## config.mk

```make
export PLATFORM = sky130hd
export DESIGN_NAME = flash_byte_shifter
export DESIGN_NICKNAME = d
export VERILOG_FILES = /design/src/rtl/flash_shift_pkg.sv /design/src/rtl/fbs_control.sv /design/src/rtl/fbs_datapath.sv /design/src/rtl/flash_byte_shifter.sv
export SDC_FILE = /design/constraint.sdc
export NUM_CORES = 1
export LEC_CHECK = 0
export BUFFER_PORTS_ARGS = -buffer_cell sky130_fd_sc_hd__clkbuf_2
export CORE_MARGIN = 1
export CORE_UTILIZATION = 25
export CTS_CLUSTER_SIZE = 40
export DETAILED_ROUTE_END_ITERATION = 8
export GPL_TIMING_DRIVEN = 0
export HOLD_SLACK_MARGIN = 0.05
export SLEW_MARGIN = 40
export SYNTH_ARGS = -nofsm -noshare
export SYNTH_HDL_FRONTEND = slang
export SYNTH_SLANG_ARGS = --single-unit
```

## constraint.sdc

```tcl
create_clock -name clk -period 1.8 [get_ports clk]
set_input_delay 0.09 -clock clk [delete_from_list [all_inputs] [get_ports clk]]
set_output_delay 0.09 -clock clk [all_outputs]
set_load 0.005 [all_outputs]
```

## src/rtl/flash_shift_pkg.sv

```systemverilog
package flash_shift_pkg;

  // Strobes from the sequencer to the datapath, valid for one clock.
  typedef struct packed {
    logic load;    // copy transmit registers into the shifter
    logic sample;  // capture spiMiso (coincides with the rising clock edge)
    logic shift;   // advance spiMosi (coincides with the falling clock edge)
    logic push;    // a byte is complete: enter it into the receive chain
  } shiftStrobes_t;

  typedef enum logic [1:0] {
    ST_IDLE,
    ST_LOW,
    ST_HIGH,
    ST_TAIL
  } engState_t;

endpackage

```

## src/rtl/fbs_control.sv

```systemverilog
module fbs_control
  import flash_shift_pkg::*;
#(
  parameter int HALF_DIV = 2,
  parameter int CNT_W    = 6
) (
  input  logic             clk,
  input  logic             rstN,
  input  logic             startReq,
  input  logic [CNT_W-1:0] bitTotal,
  output logic             csN,
  output logic             sclk,
  output logic             busy,
  output shiftStrobes_t    strb
);

  localparam int HC_W = (HALF_DIV > 1) ? $clog2(HALF_DIV) : 1;

  engState_t        state;
  logic [HC_W-1:0]  halfCnt;
  logic [CNT_W-1:0] bitsLeft;
  logic [2:0]       bitIdx;
  logic             halfEnd;
  logic             launch;

  assign halfEnd = (halfCnt == HC_W'(HALF_DIV - 1));
  assign launch  = (state == ST_IDLE) && startReq && (bitTotal != '0);
  assign busy    = (state != ST_IDLE);

  always_comb begin
    strb        = '0;
    strb.load   = launch;
    strb.sample = (state == ST_LOW) && halfEnd;
    strb.push   = (state == ST_LOW) && halfEnd && (bitIdx == 3'd7);
    strb.shift  = (state == ST_HIGH) && halfEnd;
  end

  always_ff @(posedge clk or negedge rstN) begin
    if (!rstN) begin
      state    <= ST_IDLE;
      csN      <= 1'b1;
      sclk     <= 1'b0;
      halfCnt  <= '0;
      bitsLeft <= '0;
      bitIdx   <= '0;
    end else begin
      case (state)
        ST_IDLE: begin
          if (launch) begin
            state    <= ST_LOW;
            csN      <= 1'b0;
            halfCnt  <= '0;
            bitsLeft <= bitTotal;
            bitIdx   <= '0;
          end
        end
        ST_LOW: begin
          if (halfEnd) begin
            halfCnt <= '0;
            sclk    <= 1'b1;
            bitIdx  <= bitIdx + 1'b1;
            state   <= ST_HIGH;
          end else begin
            halfCnt <= halfCnt + 1'b1;
          end
        end
        ST_HIGH: begin
          if (halfEnd) begin
            halfCnt  <= '0;
            sclk     <= 1'b0;
            bitsLeft <= bitsLeft - 1'b1;
            state    <= (bitsLeft == CNT_W'(1)) ? ST_TAIL : ST_LOW;
          end else begin
            halfCnt <= halfCnt + 1'b1;
          end
        end
        default: begin
          if (halfEnd) begin
            halfCnt <= '0;
            csN     <= 1'b1;
            state   <= ST_IDLE;
          end else begin
            halfCnt <= halfCnt + 1'b1;
          end
        end
      endcase
    end
  end

  AST_CS_GATES_CLK: assert property (@(posedge clk) disable iff (!rstN)
    csN |-> !sclk);

  AST_RISE_FROM_LOW: assert property (@(posedge clk) disable iff (!rstN)
    $rose(sclk) |-> ($past(state) == ST_LOW));

  AST_RELEASE_FROM_TAIL: assert property (@(posedge clk) disable iff (!rstN)
    $rose(csN) |-> ($past(state) == ST_TAIL));

  AST_ZERO_LEN_NO_CS: assert property (@(posedge clk) disable iff (!rstN)
    ((state == ST_IDLE) && startReq && (bitTotal == '0)) |=> (csN && !busy));

  AST_HIGH_HAS_BITS: assert property (@(posedge clk) disable iff (!rstN)
    (state == ST_HIGH) |-> (bitsLeft != '0));

endmodule

```

## src/rtl/fbs_datapath.sv

```systemverilog
module fbs_datapath
  import flash_shift_pkg::*;
#(
  parameter int TX_BYTES = 6,
  parameter int RX_BYTES = 10,
  parameter int MAX_BITS = 56,
  parameter int ADDR_W   = 5,
  parameter int CNT_W    = 6
) (
  input  logic              clk,
  input  logic              rstN,
  input  logic              busWrEn,
  input  logic [ADDR_W-1:0] busAddr,
  input  logic [7:0]        busWrData,
  output logic [7:0]        busRdData,
  input  logic              busy,
  input  shiftStrobes_t     strb,
  input  logic              miso,
  output logic              mosi,
  output logic              startReq,
  output logic [CNT_W-1:0]  bitTotal
);

  localparam int TX_W     = TX_BYTES * 8;
  localparam int CMD_ADDR = 0;
  localparam int CNT_ADDR = 1;
  localparam int TX_BASE  = 8;
  localparam int RX_BASE  = 16;
  localparam int GO_BIT   = 2;

  logic [7:0]       txReg [TX_BYTES];
  logic [7:0]       rxReg [RX_BYTES];
  logic [TX_W-1:0]  txFlat;
  logic [TX_W-1:0]  shiftReg;
  logic [7:0]       rxAsm;
  logic [CNT_W-1:0] countReg;
  logic [5:0]       cmdKeep;
  logic             wrCmd;
  logic             wrCnt;

  assign wrCmd    = busWrEn && (busAddr == ADDR_W'(CMD_ADDR)) && !busy;
  assign wrCnt    = busWrEn && (busAddr == ADDR_W'(CNT_ADDR)) && !busy;
  assign startReq = wrCmd && busWrData[GO_BIT];
  assign bitTotal = countReg;
  assign mosi     = shiftReg[TX_W-1];

  always_ff @(posedge clk or negedge rstN) begin
    if (!rstN) begin
      cmdKeep  <= '0;
      countReg <= '0;
    end else begin
      if (wrCmd) cmdKeep <= busWrData[5:0] & ~(6'd1 << GO_BIT);
      if (wrCnt) begin
        if (busWrData > 8'(MAX_BITS)) countReg <= CNT_W'(MAX_BITS);
        else                          countReg <= CNT_W'(busWrData);
      end
    end
  end

  // Transmit byte registers; index TX_BYTES-1 sits at the top of the shifter.
  for (genvar g = 0; g < TX_BYTES; g++) begin : gTx
    always_ff @(posedge clk or negedge rstN) begin
      if (!rstN) txReg[g] <= '0;
      else if (busWrEn && !busy && (busAddr == ADDR_W'(TX_BASE + g)))
        txReg[g] <= busWrData;
    end
    assign txFlat[g*8 +: 8] = txReg[g];
  end

  always_ff @(posedge clk or negedge rstN) begin
    if (!rstN) begin
      shiftReg <= '0;
      rxAsm    <= '0;
    end else begin
      if (strb.load)       shiftReg <= txFlat;
      else if (strb.shift) shiftReg <= {shiftReg[TX_W-2:0], 1'b0};
      if (strb.sample)     rxAsm    <= {rxAsm[6:0], miso};
    end
  end

  // Receive chain: new bytes enter at index 0, older ones move upward.
  for (genvar g = 0; g < RX_BYTES; g++) begin : gRx
    always_ff @(posedge clk or negedge rstN) begin
      if (!rstN) rxReg[g] <= '0;
      else if (strb.push) begin
        if (g == 0) rxReg[g] <= {rxAsm[6:0], miso};
        else        rxReg[g] <= rxReg[(g == 0) ? 0 : g-1];
      end
    end
  end

  always_comb begin
    busRdData = '0;
    if (busAddr == ADDR_W'(CMD_ADDR))
      busRdData = {2'b00, cmdKeep[5:3], busy, cmdKeep[1:0]};
    if (busAddr == ADDR_W'(CNT_ADDR))
      busRdData = 8'(countReg);
    for (int i = 0; i < TX_BYTES; i++)
      if (busAddr == ADDR_W'(TX_BASE + i)) busRdData = txReg[i];
    for (int i = 0; i < RX_BYTES; i++)
      if (busAddr == ADDR_W'(RX_BASE + i)) busRdData = rxReg[i];
  end

  AST_COUNT_CAP: assert property (@(posedge clk) disable iff (!rstN)
    (countReg <= CNT_W'(MAX_BITS)));

  AST_TX_FROZEN: assert property (@(posedge clk) disable iff (!rstN)
    (busy && $past(busy)) |-> ($stable(txFlat) && $stable(countReg)));

  AST_PUSH_ON_SAMPLE: assert property (@(posedge clk) disable iff (!rstN)
    strb.push |-> strb.sample);

  AST_LOAD_WHEN_IDLE: assert property (@(posedge clk) disable iff (!rstN)
    strb.load |-> !busy);

endmodule

```

## src/rtl/flash_byte_shifter.sv

```systemverilog
module flash_byte_shifter
  import flash_shift_pkg::*;
#(
  parameter int HALF_DIV = 2,
  parameter int TX_BYTES = 6,
  parameter int RX_BYTES = 10,
  parameter int MAX_BITS = 56,
  parameter int ADDR_W   = 5
) (
  input  logic              clk,
  input  logic              rstN,
  input  logic              busWrEn,
  input  logic [ADDR_W-1:0] busAddr,
  input  logic [7:0]        busWrData,
  output logic [7:0]        busRdData,
  output logic              spiCsN,
  output logic              spiSclk,
  output logic              spiMosi,
  input  logic              spiMiso
);

  localparam int CNT_W = $clog2(MAX_BITS + 1);

  shiftStrobes_t    strb;
  logic             busy;
  logic             startReq;
  logic [CNT_W-1:0] bitTotal;

  fbs_control #(
    .HALF_DIV (HALF_DIV),
    .CNT_W    (CNT_W)
  ) i_control (
    .clk      (clk),
    .rstN     (rstN),
    .startReq (startReq),
    .bitTotal (bitTotal),
    .csN      (spiCsN),
    .sclk     (spiSclk),
    .busy     (busy),
    .strb     (strb)
  );

  fbs_datapath #(
    .TX_BYTES (TX_BYTES),
    .RX_BYTES (RX_BYTES),
    .MAX_BITS (MAX_BITS),
    .ADDR_W   (ADDR_W),
    .CNT_W    (CNT_W)
  ) i_datapath (
    .clk       (clk),
    .rstN      (rstN),
    .busWrEn   (busWrEn),
    .busAddr   (busAddr),
    .busWrData (busWrData),
    .busRdData (busRdData),
    .busy      (busy),
    .strb      (strb),
    .miso      (spiMiso),
    .mosi      (spiMosi),
    .startReq  (startReq),
    .bitTotal  (bitTotal)
  );

endmodule

```

# Word-level counts from Yosys, hierarchy flattened
# Index checks and enable logic that the tools add are counted.
[totals]
ff_bits = 208
inputBits = 17
word_cells = 128
out_inout_bits = 11
[op_classes]
n_bitwise = 1
reduce_logical = 33
n_eq_ne = 24
muxes = 40
addsub = 3
n_lt_le_gt_ge = 1
[ops]
columns = ["op", "count"]
rows = [
  ["two-way mux 8 bit", 16],
  ["two-way mux 48 bit", 2],
  ["== test 5 bit, second input constant", 10],
  ["== test 5 x 4 -> 1 bit, second input constant", 6],
  ["two-way mux 6 bit", 5],
  ["logical AND 1 bit", 17],
  ["one-hot mux 6 bit (2 select lines)", 1],
  ["AND reduction 3 bit", 4],
  ["nonzero test 2 bit", 6],
  ["two-way mux 2 bit", 5],
  ["greater-than comparator 8 x 6 -> 1 bit, second input constant", 1],
  ["== test 6 x 1 -> 1 bit, second input constant", 1],
  ["two-way mux 3 bit", 2],
  ["inequality test 2 x 1 -> 1 bit, second input constant", 3],
  ["one-hot mux 2 bit (3 select lines)", 1],
  ["one-hot mux 3 bit (2 select lines)", 1],
  ["nonzero test 6 bit", 1],
  ["subtractor 6 x 1 -> 6 bit, second input constant", 1],
  ["== test 5 x 1 -> 1 bit, second input constant", 1],
  ["logical NOT 5 bit", 1],
  ["two-way mux 1 bit", 5],
  ["one-hot mux 1 bit (2 select lines)", 2],
  ["AND reduction 4 bit", 1],
  ["adder 3 x 1 -> 3 bit, second input constant", 1],
  ["8 further kinds", 8],
]

# Depth between registers and ports, before layout
# Gate-level depths: netlist of the first run.
[logic_depth]
word_depth = 19
depth_mapped = 9
ltp_nobuf = 7

# Modules after synthesis
# Synthesis of the first run repeated with hierarchy kept, for this count alone.
[unflattened]
cells_unflattened = 909
hier_area_um2 = 10381.2
[modules_own_cells]
columns = ["mod", "seq_area_each_um2", "cells_each", "n_inst", "area_each_um2"]
rows = [
  ["fbs_datapath", 4854.7, 809, 1, 9457.8],
  ["fbs_control", 351.6, 100, 1, 923.4],
]

# Worst setup path before layout of the first run
# No wires, ideal clock.
[synth_path]
kind = "register -> register"
start = "register i_control.state[0]"
end = "register i_datapath.txReg (netlist bit i_datapath.txFlat[16])"
setup_ns = 0.125
synth_period_minus_slack_ns = 1.996
stages_incl_launch_ff = 7
n_path_buf = 1
t_required_ns = 1.675
arrival_ns = 1.871
path_slack_ns = -0.196
cell_sequence = "dfrtp_1 > inv_1 > ha_1 > clkbuf_1 > nand4_1 > nor3b_2 > mux2_2"
[synth_between]
elab_chain_len = 4
[synth_rtl]
columns = ["item", "line_no", "text"]
rows = [
  ["start: declaration", "fbs_control.sv:19", "engState_t state;"],
  ["start signal: assignment", "fbs_control.sv:72", "state <= (bitsLeft == CNT_W'(1)) ? ST_TAIL : ST_LOW;"],
  ["nonzero test 2 bit", "fbs_control.sv:28", "assign busy = (state != ST_IDLE);"],
  ["logical NOT 1 bit", "fbs_datapath.sv:64", "else if (busWrEn && !busy && (busAddr == ADDR_W'(TX_BASE + g)))"],
  ["logical AND 1 bit (2 in series)", "fbs_datapath.sv:64", ""],
  ["end signal: indexed assignment", "fbs_datapath.sv:65", "txReg[g] <= busWrData;"],
  ["end: declaration", "fbs_datapath.sv:31", "logic [7:0] txReg [TX_BYTES];"],
]
# Every way passes these cells.
# A chain may end at the register's enable or synchronous reset.

# Final worst setup path of the first run
[layout_path]
start = "input busAddr[2]"
end = "output busRdData[0]"
[layout_between]
elab_chain_len = 19
word_cells_on_any_way = 36
classes_between = "eq/ne: 17; mux: 18; reduce/logical: 1"
[layout_rtl]
columns = ["item", "line_no", "text"]
rows = [
  ["start: declaration", "flash_byte_shifter.sv:13", "input logic [ADDR_W-1:0] busAddr,"],
  ["logical NOT 5 bit", "fbs_datapath.sv:94", "if (busAddr == ADDR_W'(CMD_ADDR))"],
  ["two-way mux 6 bit", "fbs_datapath.sv:94", ""],
  ["two-way mux 6 bit", "fbs_datapath.sv:96", "if (busAddr == ADDR_W'(CNT_ADDR))"],
  ["two-way mux 8 bit (6 in series)", "fbs_datapath.sv:99", "if (busAddr == ADDR_W'(TX_BASE + i)) busRdData = txReg[i];"],
  ["two-way mux 8 bit (9 in series)", "fbs_datapath.sv:101", "if (busAddr == ADDR_W'(RX_BASE + i)) busRdData = rxReg[i];"],
  ["two-way mux 8 bit *", "fbs_datapath.sv:101", ""],
  ["end: declaration", "flash_byte_shifter.sv:15", "output logic [7:0] busRdData,"],
]
# Mark *: on every way between the ends. The rest lies on a longest branch, timed or not.

==> flow_summary_export.csv, run 1 <==
group,metric,value,unit
layout,fin_area,14400,µm²
pwr,p_switching,4.99,mW
layout,seqCellArea,5210,µm²
synth,synth_xor_area_share,0,%
synth,syn_area,10200,µm²
setup_path,cp.arrival,2.43,ns
clocking,cts_sinks,208,
layout,multi_input_area,5810,µm²
route,drt_iter0_drc,596,
timing,final.period_utilization,140,%
timing,hold_viol_final,0,
route,via_count,8029,
floorplanning,start_util,25.5,%
floorplanning,die_x,204,µm
synth,muxShareOfSynthArea,22.2,%
pwr,fin_total_pwr,15.7,mW
clocking,clock_latency,0.53,ns
synth,ys_ff_latch,208,
placement,place_congestion,0.901,
synth,synth-seq-area-share,51.2,%
synth,synth_simple_gate_area_share,9.76,%
layout,fillers,3722,
global_route,first_global_vias,7969,
clocking,numCtsBuffers,24,
floorplanning,row_count,73,
placement,place_area,11100,µm²
timing,setup_ws,-0.723,ns
setup_path,critPathMaxFanout,10,
timing,post-route-min-period,2.52,ns
synth,ys.warnings.count,0,
pwr,clkPwrFrac,28.6,%
route,dr.pass1.iters,5,
clocking,clockRootBuffer,"clkbuf_16",
floorplanning,fp.dieH,204,µm
synth,async_flop_share,100,%
timing,rsz0062_at_grt,"yes",
setup_path,critPathLaunchType,"primary input",
floorplanning,dieArea,41500,µm²
layout,drive_gt1_share,48.6,%
pwr,seqPwrFrac,40.4,%
layout,fin_cells,1578,
timing,skew,0.0172,ns
route,wirelength,31800,µm
synth,synth_nets,915,
synth,synth_ff_type,"dfrtp_1",
timing,slew_viol_final,0,
global_route,grt_max_degree,70,
route,viasPerCell,5.09,
setup_path,cpPeakStageDelay,0.58,ns
setup_path,end_kind,"primary output",
setup_path,worstPathRequired,1.71,ns
layout,syn2layout_area_growth,42.0,%
pwr,p_leak,6.83,nW
synth,syn-instance-count,891,
setup_path,worstSetupPathType,"primary input to primary output",
timing,slew-limit-headroom,52.8,%
layout,fin_nets,1062,
worst_hold_path,hold_path_class,"primary input to asynchronous set/reset pin",
setup_path,slowest_stage,"a222oi_1",
route,wl_per_cell,20.2,µm
route,ant_nets,0,
global_route,grt.overflow.total,0,
route,drc,0,
placement,numPortBuffers,26,
pwr,swShare,31.8,%
floorplanning,design.core.area,39900,µm²
placement,dpl.hpwl,20600,µm
pwr,power_frac_comb,31.0,%
synth,synth_compound_area_share,12.7,%
layout,most-common-layout-cells,"204 x dfrtp_1, 93 x mux2_4, 54 x mux2i_1",
placement,dpl_worst_slack,-1.01,ns
clocking,cts_tree,"built",
clocking,htree_levels,1,
setup_path,path_cells,"clkbuf_2 > clkbuf_4 > buf_4 > clkbuf_8 > o21ai_2 > a21oi_2 > a221o_1 > a222oi_1 > o21ai_1 > buf_2",
synth,synth-adder-area-share,0.862,%
global_route,grt_pass1_wl,47400,µm
run_status,violations,"setup timing",
synth,syn_avg_cell_area,11.4,µm²
layout,utilization,36.2,%
global_route,grt_use_total,14.6,%
floorplanning,ios,28,
placement,dp.cells,1445,
timing,tightest_slew,0.705,ns
setup_path,reg2reg_setup_slack,-0.39,ns
clocking,clk_path_buf_depth,3,
timing,max_freq,0.396,GHz
synth,synth_edf_count,0,
pwr,pwr_density_cell,1090,nW/µm²
global_route,antenna_found_initial,0,
synth,synth_top_family_by_area,"multiplexers",
clocking,clkTransAtPathRegs,0.06,ns
synth,synth_cell_types,69,
flow_run,maxCapViolations,0,
timing,finalSetupViolCount,193,
layout,final_common_cell,"dfrtp_1",
pwr,ir_drop,0.487,mV
pwr,intPower,10.7,mW
run_status,status,"complete, but fails checks",
==> metal layers <==
metal / global-route usage (%) / vias up / share of wire [%]
li1: - / 3588 / -
met5: 0 / - / 0
met4: 4.94 / 0 / 2.9
met3: 2.48 / 62 / 5.7
met1: 19.4 / 4138 / 43
met2: 24.0 / 241 / 48
==> state kept, by name, indices dropped and copies added (netlist names) <==
register             flops
i_control.bitIdx         3
i_control.bitsLeft       6
i_control.csN            1
i_control.halfCnt        1
i_control.sclk           1
i_control.state          2
i_datapath.bitTotal      6
i_datapath.cmdKeep       5
i_datapath.rxAsm         7
i_datapath.rxReg        80
i_datapath.shiftReg     48
i_datapath.txFlat       48
==> repair_timing <==
| action | CTS | global route |
|---|---|---|
| resized for setup | 274 | 237 |
| gates cloned | 6 | 4 |
| pin swaps | 56 | 57 |
| buffers inserted | 40 | 40 |
| hold buffers | 11 | 0 |
| endpoints found under the setup margin | 209 | 164 |
| endpoints found under the hold margin | 182 | 0 |
==> layout make-up <==
| type | instances | area share, % |
|---|---|---|
| antenna | 1 | 0.0173 |
| buffer | 54 | 4.23 |
| clock buffer | 33 | 4.60 |
| clock inverter | 7 | 0.338 |
| inverter | 17 | 0.529 |
| multi-input combinational | 607 | 40.3 |
| sequential | 208 | 36.1 |
| tap | 525 | 4.55 |
| timing repair buffer | 126 | 9.35 |
==> synth_stat cells, types with 6 or more instances <==
cell,instances,area (µm²)
inv_1,17,63.8
nor3_1,10,50.1
mux2i_1,56,561
a22o_1,6,52.6
buf_2,17,85.1
nand3_1,16,80.1
nand2b_1,10,62.6
o211ai_1,9,67.6
nor2_1,27,101
nor2b_1,8,50.1
dfrtp_1,207,5180
ha_1,7,87.6
o21ai_0,87,435
mux2_2,145,1630
clkbuf_1,34,128
a21oi_1,28,140
o22ai_1,8,50.1
nand2_1,88,330
==> critical path: cells and delay by family <==
family	cells	cell delay (ns)
AOI/OAI and AO/OA	5	1.43
buffers and inverters	5	0.89
==> power groups by stage <==
| stage | clock network (mW) | logic, mW | registers [mW] |
|---|---|---|---|
| 2_1_floorplan | 0 | 2.26 | 6.05 |
| 3_3_place_gp | 0 | 2.93 | 6.31 |
| 3_5_place_dp | 0 | 3.04 | 6.33 |
| 4_1_cts | 4.56 | 3.89 | 6.29 |
| 5_1_grt | 4.75 | 5.22 | 6.44 |
| 6_report | 4.48 | 4.87 | 6.34 |
==> logic make-up after synthesis <==
group                    Yosys count
AO/OA/AOI/OAI                    200
multiplexers                     204
buffers and inverters             76
flip-flops                       208
adder cells (fa/ha/maj)            7
AND/OR/NAND/NOR                  196
==> through the flow <==
stage	setup TNS (ns)	hold slack, ns
floorplan	-4.49	-0.206
global placement	-791.19	0.343
detailed placement	-72.67	-0.00959
CTS	-19.18	0.105
global route	-42.93	0.146
finish	-32.43	0.135
==> path summary, 6_finish.rpt <==
| kind | from | endpoint | depth (start not counted) |
|---|---|---|---|
| hold / removal | rstN | i_control.csN | 2 |
| hold reg to reg | i_control.csN | i_control.csN | 2 |
| setup / recovery | busAddr[2] | busRdData[0] | 10 |
| setup reg to reg | i_datapath.bitTotal[0] | i_control.bitsLeft[4] | 7 |
| max in group asynchronous | rstN | i_datapath.shiftReg[22] | 4 |
| min in group clk | busAddr[3] | i_control.csN | 6 |
No activity file was read; power rests on OpenSTA's default activity.
==> run 2: changes to the inputs <==
--- a/config.mk
+++ b/config.mk
@@ -8,3 +8,3 @@
 export BUFFER_PORTS_ARGS = -buffer_cell sky130_fd_sc_hd__clkbuf_2
-export CORE_MARGIN = 1
+export CORE_MARGIN = 4
 export CORE_UTILIZATION = 25
--- a/constraint.sdc
+++ b/constraint.sdc
@@ -3,2 +3,2 @@
 set_output_delay 0.09 -clock clk [all_outputs]
-set_load 0.005 [all_outputs]
+set_load 0.05 [all_outputs]
==> run 2 against run 1 <==
Compared with the run above:
- the run still ends with setup timing left
- first-iteration DRC count grew 4.7%
- maximum frequency rose by 3.7%
- flip-flop and latch count stayed put
- routed wire length down 0.33%
- critical path depth unchanged
- setup slack gained 0.089 ns
- sequential share of layout area increased by 0.26 points
- largest power group unchanged
==> flow_summary_export.csv, run 2 (synthesized netlist as in run 1, its figures left out) <==
group,metric,value,unit
clocking,htree_levels,1,
clocking,clock_latency,0.53,ns
timing,tightest_slew,0.732,ns
global_route,grt_use_total,13.5,%
pwr,intPower,11.2,mW
route,drc,0,
global_route,grt_max_degree,70,
pwr,pwr_density_cell,1130,nW/µm²
route,wirelength,31700,µm
timing,setup_ws,-0.634,ns
layout,most-common-layout-cells,"204 x dfrtp_1, 103 x mux2_2, 55 x mux2i_1",
route,viasPerCell,5.11,
floorplanning,dieArea,43900,µm²
setup_path,end_kind,"primary output",
placement,numPortBuffers,26,
timing,hold_viol_final,0,
route,wl_per_cell,20.2,µm
layout,syn2layout_area_growth,41.0,%
clocking,cts_tree,"built",
pwr,p_switching,5.08,mW
clocking,cts_sinks,208,
setup_path,worstPathRequired,1.71,ns
timing,final.period_utilization,135,%
setup_path,worstSetupPathType,"primary input to primary output",
route,drt_iter0_drc,624,
floorplanning,die_x,210,µm
timing,max_freq,0.411,GHz
timing,post-route-min-period,2.43,ns
timing,skew,0.0148,ns
worst_hold_path,hold_path_class,"primary input to flip-flop",
global_route,antenna_found_initial,0,
flow_run,maxCapViolations,0,
floorplanning,row_count,73,
clocking,numCtsBuffers,24,
layout,final_common_cell,"dfrtp_1",
timing,slew-limit-headroom,50.5,%
global_route,first_global_vias,7951,
layout,antennaDiodeCount,0,
floorplanning,ios,28,
layout,fillers,3822,
run_status,status,"complete, but fails checks",
pwr,ir_drop,0.620,mV
setup_path,critPathLaunchType,"primary input",
setup_path,cp.arrival,2.34,ns
global_route,grt_pass1_wl,47700,µm
pwr,seqPwrFrac,39.2,%
global_route,grt.overflow.total,0,
floorplanning,fp.dieH,210,µm
route,via_count,8014,
clocking,clkTransAtPathRegs,0.06,ns
timing,rsz0062_at_grt,"yes",
setup_path,reg2reg_setup_slack,-0.34,ns
floorplanning,start_util,25.4,%
pwr,swShare,31.2,%
timing,finalSetupViolCount,177,
pwr,p_leak,6.67,nW
floorplanning,design.core.area,40000,µm²
layout,fin_nets,1051,
run_status,violations,"setup timing",
route,ant_nets,0,
layout,fin_cells,1569,
timing,slew_viol_final,0,
layout,top_register,"i_datapath.rxReg",
clocking,clk_path_buf_depth,3,
layout,drive_gt1_share,48.1,%
pwr,power_frac_comb,28.3,%
layout,largest_reg_flops,80,
placement,place_congestion,0.957,
setup_path,critPathMaxFanout,10,
placement,dp.cells,1445,
pwr,clkPwrFrac,32.5,%
placement,dpl.hpwl,20600,µm
route,dr.pass1.iters,7,
pwr,fin_total_pwr,16.2,mW
clocking,clockRootBuffer,"clkbuf_16",
run 2: cell count changes in the layout (fill, tap and decap cells not counted), sizes merged:
cell,change
clkinv,-4
diode,-1
bufinv,+3
dlygate4sd3,-2
buf,-8
clkbuf,+3
run 2: worst paths after layout:
path,start,depth (start not counted),to
max,busAddr[2],10,busRdData[0]
min,busWrData[5],2,i_datapath.bitTotal[5]
min in group asynchronous,rstN,3,i_datapath.rxReg[5]
min reg2reg,i_datapath.rxAsm[6],1,i_datapath.rxReg[79]
max in group asynchronous,rstN,4,i_datapath.txFlat[25]
max reg2reg,i_datapath.bitTotal[0],8,i_datapath.shiftReg[39]
run 2: metrics by stage:
step / setup WS (ns) / util [%] / instance area, µm² / TNS (ns) / hold WS, ns
6_report: -0.634 / 35.8 / 14300 / -24.98 / 0.113
5_1_grt: -0.629 / 35.8 / 14300 / -36.89 / 0.0953
4_1_cts: -0.579 / 33.8 / 13500 / -20.85 / 0.0625
3_5_place_dp: -0.769 / 28.1 / 11200 / -68.08 / -0.0300
3_3_place_gp: -3.48 / 27.9 / 11100 / -783.66 / 0.345
2_1_floorplan: -0.153 / - / 10400 / -4.74 / -0.206
run 2: metal layers:
metal	GRT usage (%)	up-vias	routed length, µm	share of wire [%]
li1	-	3572	-	-
met1	18.5	4078	13800	43
met2	22.2	300	15200	48
met3	1.69	64	1800	5.7
met4	4.28	0	977	3.1
met5	0	-	0	0
run 2: layout make-up:
class / count / area (µm²) / share of cell area (%)
plain buffers: 53 / 606 / 4.23
clock buffers: 37 / 761 / 5.31
clock inverters: 6 / 108 / 0.751
inverters: 17 / 76.3 / 0.533
multi-input cells: 607 / 5560 / 38.8
flip-flops and latches: 208 / 5210 / 36.4
well taps: 525 / 657 / 4.58
repair buffers: 116 / 1350 / 9.41
run 2: critical path, cell delays in order:
cell and delay (ns):
clkbuf_2 0.11, buf_2 0.19, buf_4 0.21, clkbuf_4 0.21, o21ai_2 0.14, a21oi_2 0.09, a221o_1 0.30, a222oi_1 0.58
o21ai_2 0.21, buf_8 0.21
run 2: timing repair:
action | in CTS | in global routing
hold buffers | 9 | 0
pin swaps | 61 | 36
gates resized for setup | 273 | 138
endpoints found under the setup margin | 209 | 202
hold endpoints to repair | 111 | 0
gates cloned | 6 | 8
buffers inserted | 41 | 26
run 2: power groups by stage:
| stage | logic (mW) | clock network, mW | registers (mW) |
|---|---|---|---|
| floorplan | 2.42 | 0 | 6.10 |
| global placement | 3.13 | 0 | 6.31 |
| detailed placement | 3.23 | 0 | 6.34 |
| CTS | 4.11 | 5.36 | 6.28 |
| global route | 4.94 | 5.55 | 6.47 |
| finish | 4.61 | 5.27 | 6.37 |
==> run 3: changes to the inputs <==
Settings changed: CTS_BUF_LIST set to sky130_fd_sc_hd__clkbuf_2 sky130_fd_sc_hd__clkbuf_4 sky130_fd_sc_hd__clkbuf_8, PLACE_DENSITY_LB_ADDON set to 0.08.
==> run 3 against run 2 <==
Compared with the run above:
- the run still ends with setup timing left
- cell count up 0.96%
- clock-buffer cell count is 32 higher
- largest cell class unchanged
- clock skew up 0.0078 ns
- die area did not move
- largest power group unchanged
- maximum frequency shrank 0.88%
- first-iteration DRC count shrank 44%
- setup slack got worse by 0.022 ns
- non-clock buffer count fell by 13
- combinational power hardly changed
- power shrank 0.52%
- sequential share of layout area grew 0.40 points
- clock power down 2%
==> flow_summary_export.csv, run 3 (synthesized netlist as in run 1, its figures left out) <==
group,metric,value,unit
pwr,intPower,10.9,mW
timing,finalSetupViolCount,97,
layout,utilization,35.5,%
pwr,swShare,32.5,%
timing,rsz0062_at_grt,"yes",
layout,top_register,"i_datapath.rxReg",
clocking,numCtsBuffers,42,
setup_path,worstSetupPathType,"flip-flop to primary output",
timing,slew-limit-headroom,50.8,%
pwr,seqPwrFrac,39.5,%
pwr,power_frac_comb,28.4,%
layout,fin_nets,1056,
setup_path,critPathMaxFanout,2,
global_route,grt_max_degree,64,
flow_run,maxCapViolations,0,
layout,multi_input_area,5630,µm²
worst_hold_path,hold_path_class,"primary input to asynchronous set/reset pin",
setup_path,end_kind,"primary output",
layout,fillers,3994,
placement,numPortBuffers,26,
pwr,p_switching,5.25,mW
route,wirelength,35800,µm
floorplanning,fp.dieH,210,µm
setup_path,cp.arrival,2.37,ns
global_route,grt_use_total,16.3,%
route,via_count,7700,
clocking,clk_path_buf_depth,3,
layout,most-common-layout-cells,"201 x dfrtp_1, 127 x mux2_2, 60 x clkbuf_8",
placement,place_congestion,0.816,
timing,max_freq,0.407,GHz
clocking,clock_latency,0.58,ns
setup_path,worstPathRequired,1.71,ns
pwr,ir_drop,0.385,mV
floorplanning,row_count,73,
pwr,p_leak,6.73,nW
timing,final.period_utilization,136,%
global_route,first_global_vias,8275,
timing,slew_viol_final,0,
layout,largest_reg_flops,80,
route,viasPerCell,4.86,
route,dr.pass1.iters,7,
layout,syn2layout_area_growth,39.6,%
pwr,clkPwrFrac,32.1,%
placement,dpl_worst_slack,-0.918,ns
floorplanning,die_x,210,µm
layout,antennaDiodeCount,0,
layout,seqCellArea,5210,µm²
setup_path,critPathLaunchType,"flip-flop",
pwr,pwr_density_cell,1140,nW/µm²
clocking,cts_sinks,208,
route,wl_per_cell,22.6,µm
layout,drive_gt1_share,50.3,%
global_route,antenna_found_initial,0,
route,ant_nets,0,
global_route,grt.overflow.total,0,
clocking,htree_levels,2,
global_route,grt_pass1_wl,54700,µm
setup_path,worstRegToRegCells,8,
placement,dpl.hpwl,24400,µm
route,drt_iter0_drc,349,
clocking,cts_tree,"built",
route,drc,0,
floorplanning,ios,28,
timing,tightest_slew,0.728,ns
run_status,status,"complete, but fails checks",
clocking,clockRootBuffer,"clkbuf_8",
timing,skew,0.0227,ns
run_status,violations,"setup timing",
timing,post-route-min-period,2.46,ns
clocking,clkTransAtPathRegs,0.06,ns
layout,final_common_cell,"dfrtp_1",
floorplanning,start_util,25.4,%
floorplanning,design.core.area,40000,µm²
timing,hold_viol_final,0,
timing,setup_ws,-0.655,ns
floorplanning,dieArea,43900,µm²
-- run 3: cell count changes in the layout (fill, tap and decap cells not counted), sizes merged --
cell / previous run / this run
clkbuf: 84 / 120
buf: 114 / 95
bufinv: 3 / 1
clkinv: 3 / 1
dlygate4sd3: 8 / 10
clkinvlp: 1 / 0
inv: 16 / 17
-- run 3: per-stage QoR --
step	hold WS (ns)	instance area [µm²]	power [mW]	std cells	setup TNS, ns
6_report	0.119	14200	16.2	1584	-27.99
5_1_grt	0.100	14200	17.1	1584	-33.23
4_1_cts	0.0912	13500	15.8	1565	-33.75
3_5_place_dp	0.0532	11200	9.69	1445	-81.29
3_3_place_gp	0.362	11100	9.68	1442	-925.18
2_1_floorplan	-0.206	10400	8.52	891	-4.74
-- run 3: routing by layer --
metal  vias up  GRT usage [%]  part of all wire [%]
li1       3585              -                     -
met5         -              0                     0
met3        43           2.14                   2.8
met2       103           25.5                    46
met1      3969           23.5                    49
met4         0           5.09                   2.2
-- run 3: worst max-delay path, stage by stage (launching register included) --
cell,delay [ns]
dfrtp_1,0.38
nand3_2,0.08
a21oi_2,0.05
a221o_1,0.29
a222oi_1,0.58
o21ai_2,0.21
buf_8,0.21
-- run 3: power by group through the flow --
stage          combinational, mW  sequential, mW  clock [mW]
6_report                    4.60            6.38        5.18
5_1_grt                     5.04            6.50        5.55
4_1_cts                     4.08            6.33        5.38
3_5_place_dp                3.31            6.39           0
3_3_place_gp                3.28            6.40           0
2_1_floorplan               2.42            6.10           0
-- run 3: layout make-up --
cell class,count,area share (%)
clock buffers,69,5.95
repair buffers,99,7.58
plain buffers,57,4.56
flip-flops and latches,208,36.8
multi-input cells,607,39.7
inverters,17,0.538
well taps,525,4.63
clock inverters,2,0.273
-- run 3: repair_timing --
item | in CTS | in global routing
gates cloned | 6 | 5
gates resized for setup | 256 | 149
setup buffers | 34 | 18
pin swaps | 37 | 43
setup endpoints to repair | 209 | 164
endpoints found under the hold margin | 212 | 0
hold buffers | 11 | 0
-- run 3: worst paths after layout --
check                           slack [ns]                      to                   start
worst max-delay path                 -0.66            busRdData[0]    i_datapath.rxReg[48]
worst min-delay path                  0.12           i_control.csN                    rstN
worst max register to register       -0.44      i_control.state[0]  i_datapath.bitTotal[1]
worst min register to register        0.50    i_datapath.rxReg[31]    i_datapath.rxReg[31]
max in group asynchronous             1.03    i_datapath.rxReg[68]                    rstN
min in group clk                      0.14  i_datapath.bitTotal[5]                 busWrEn
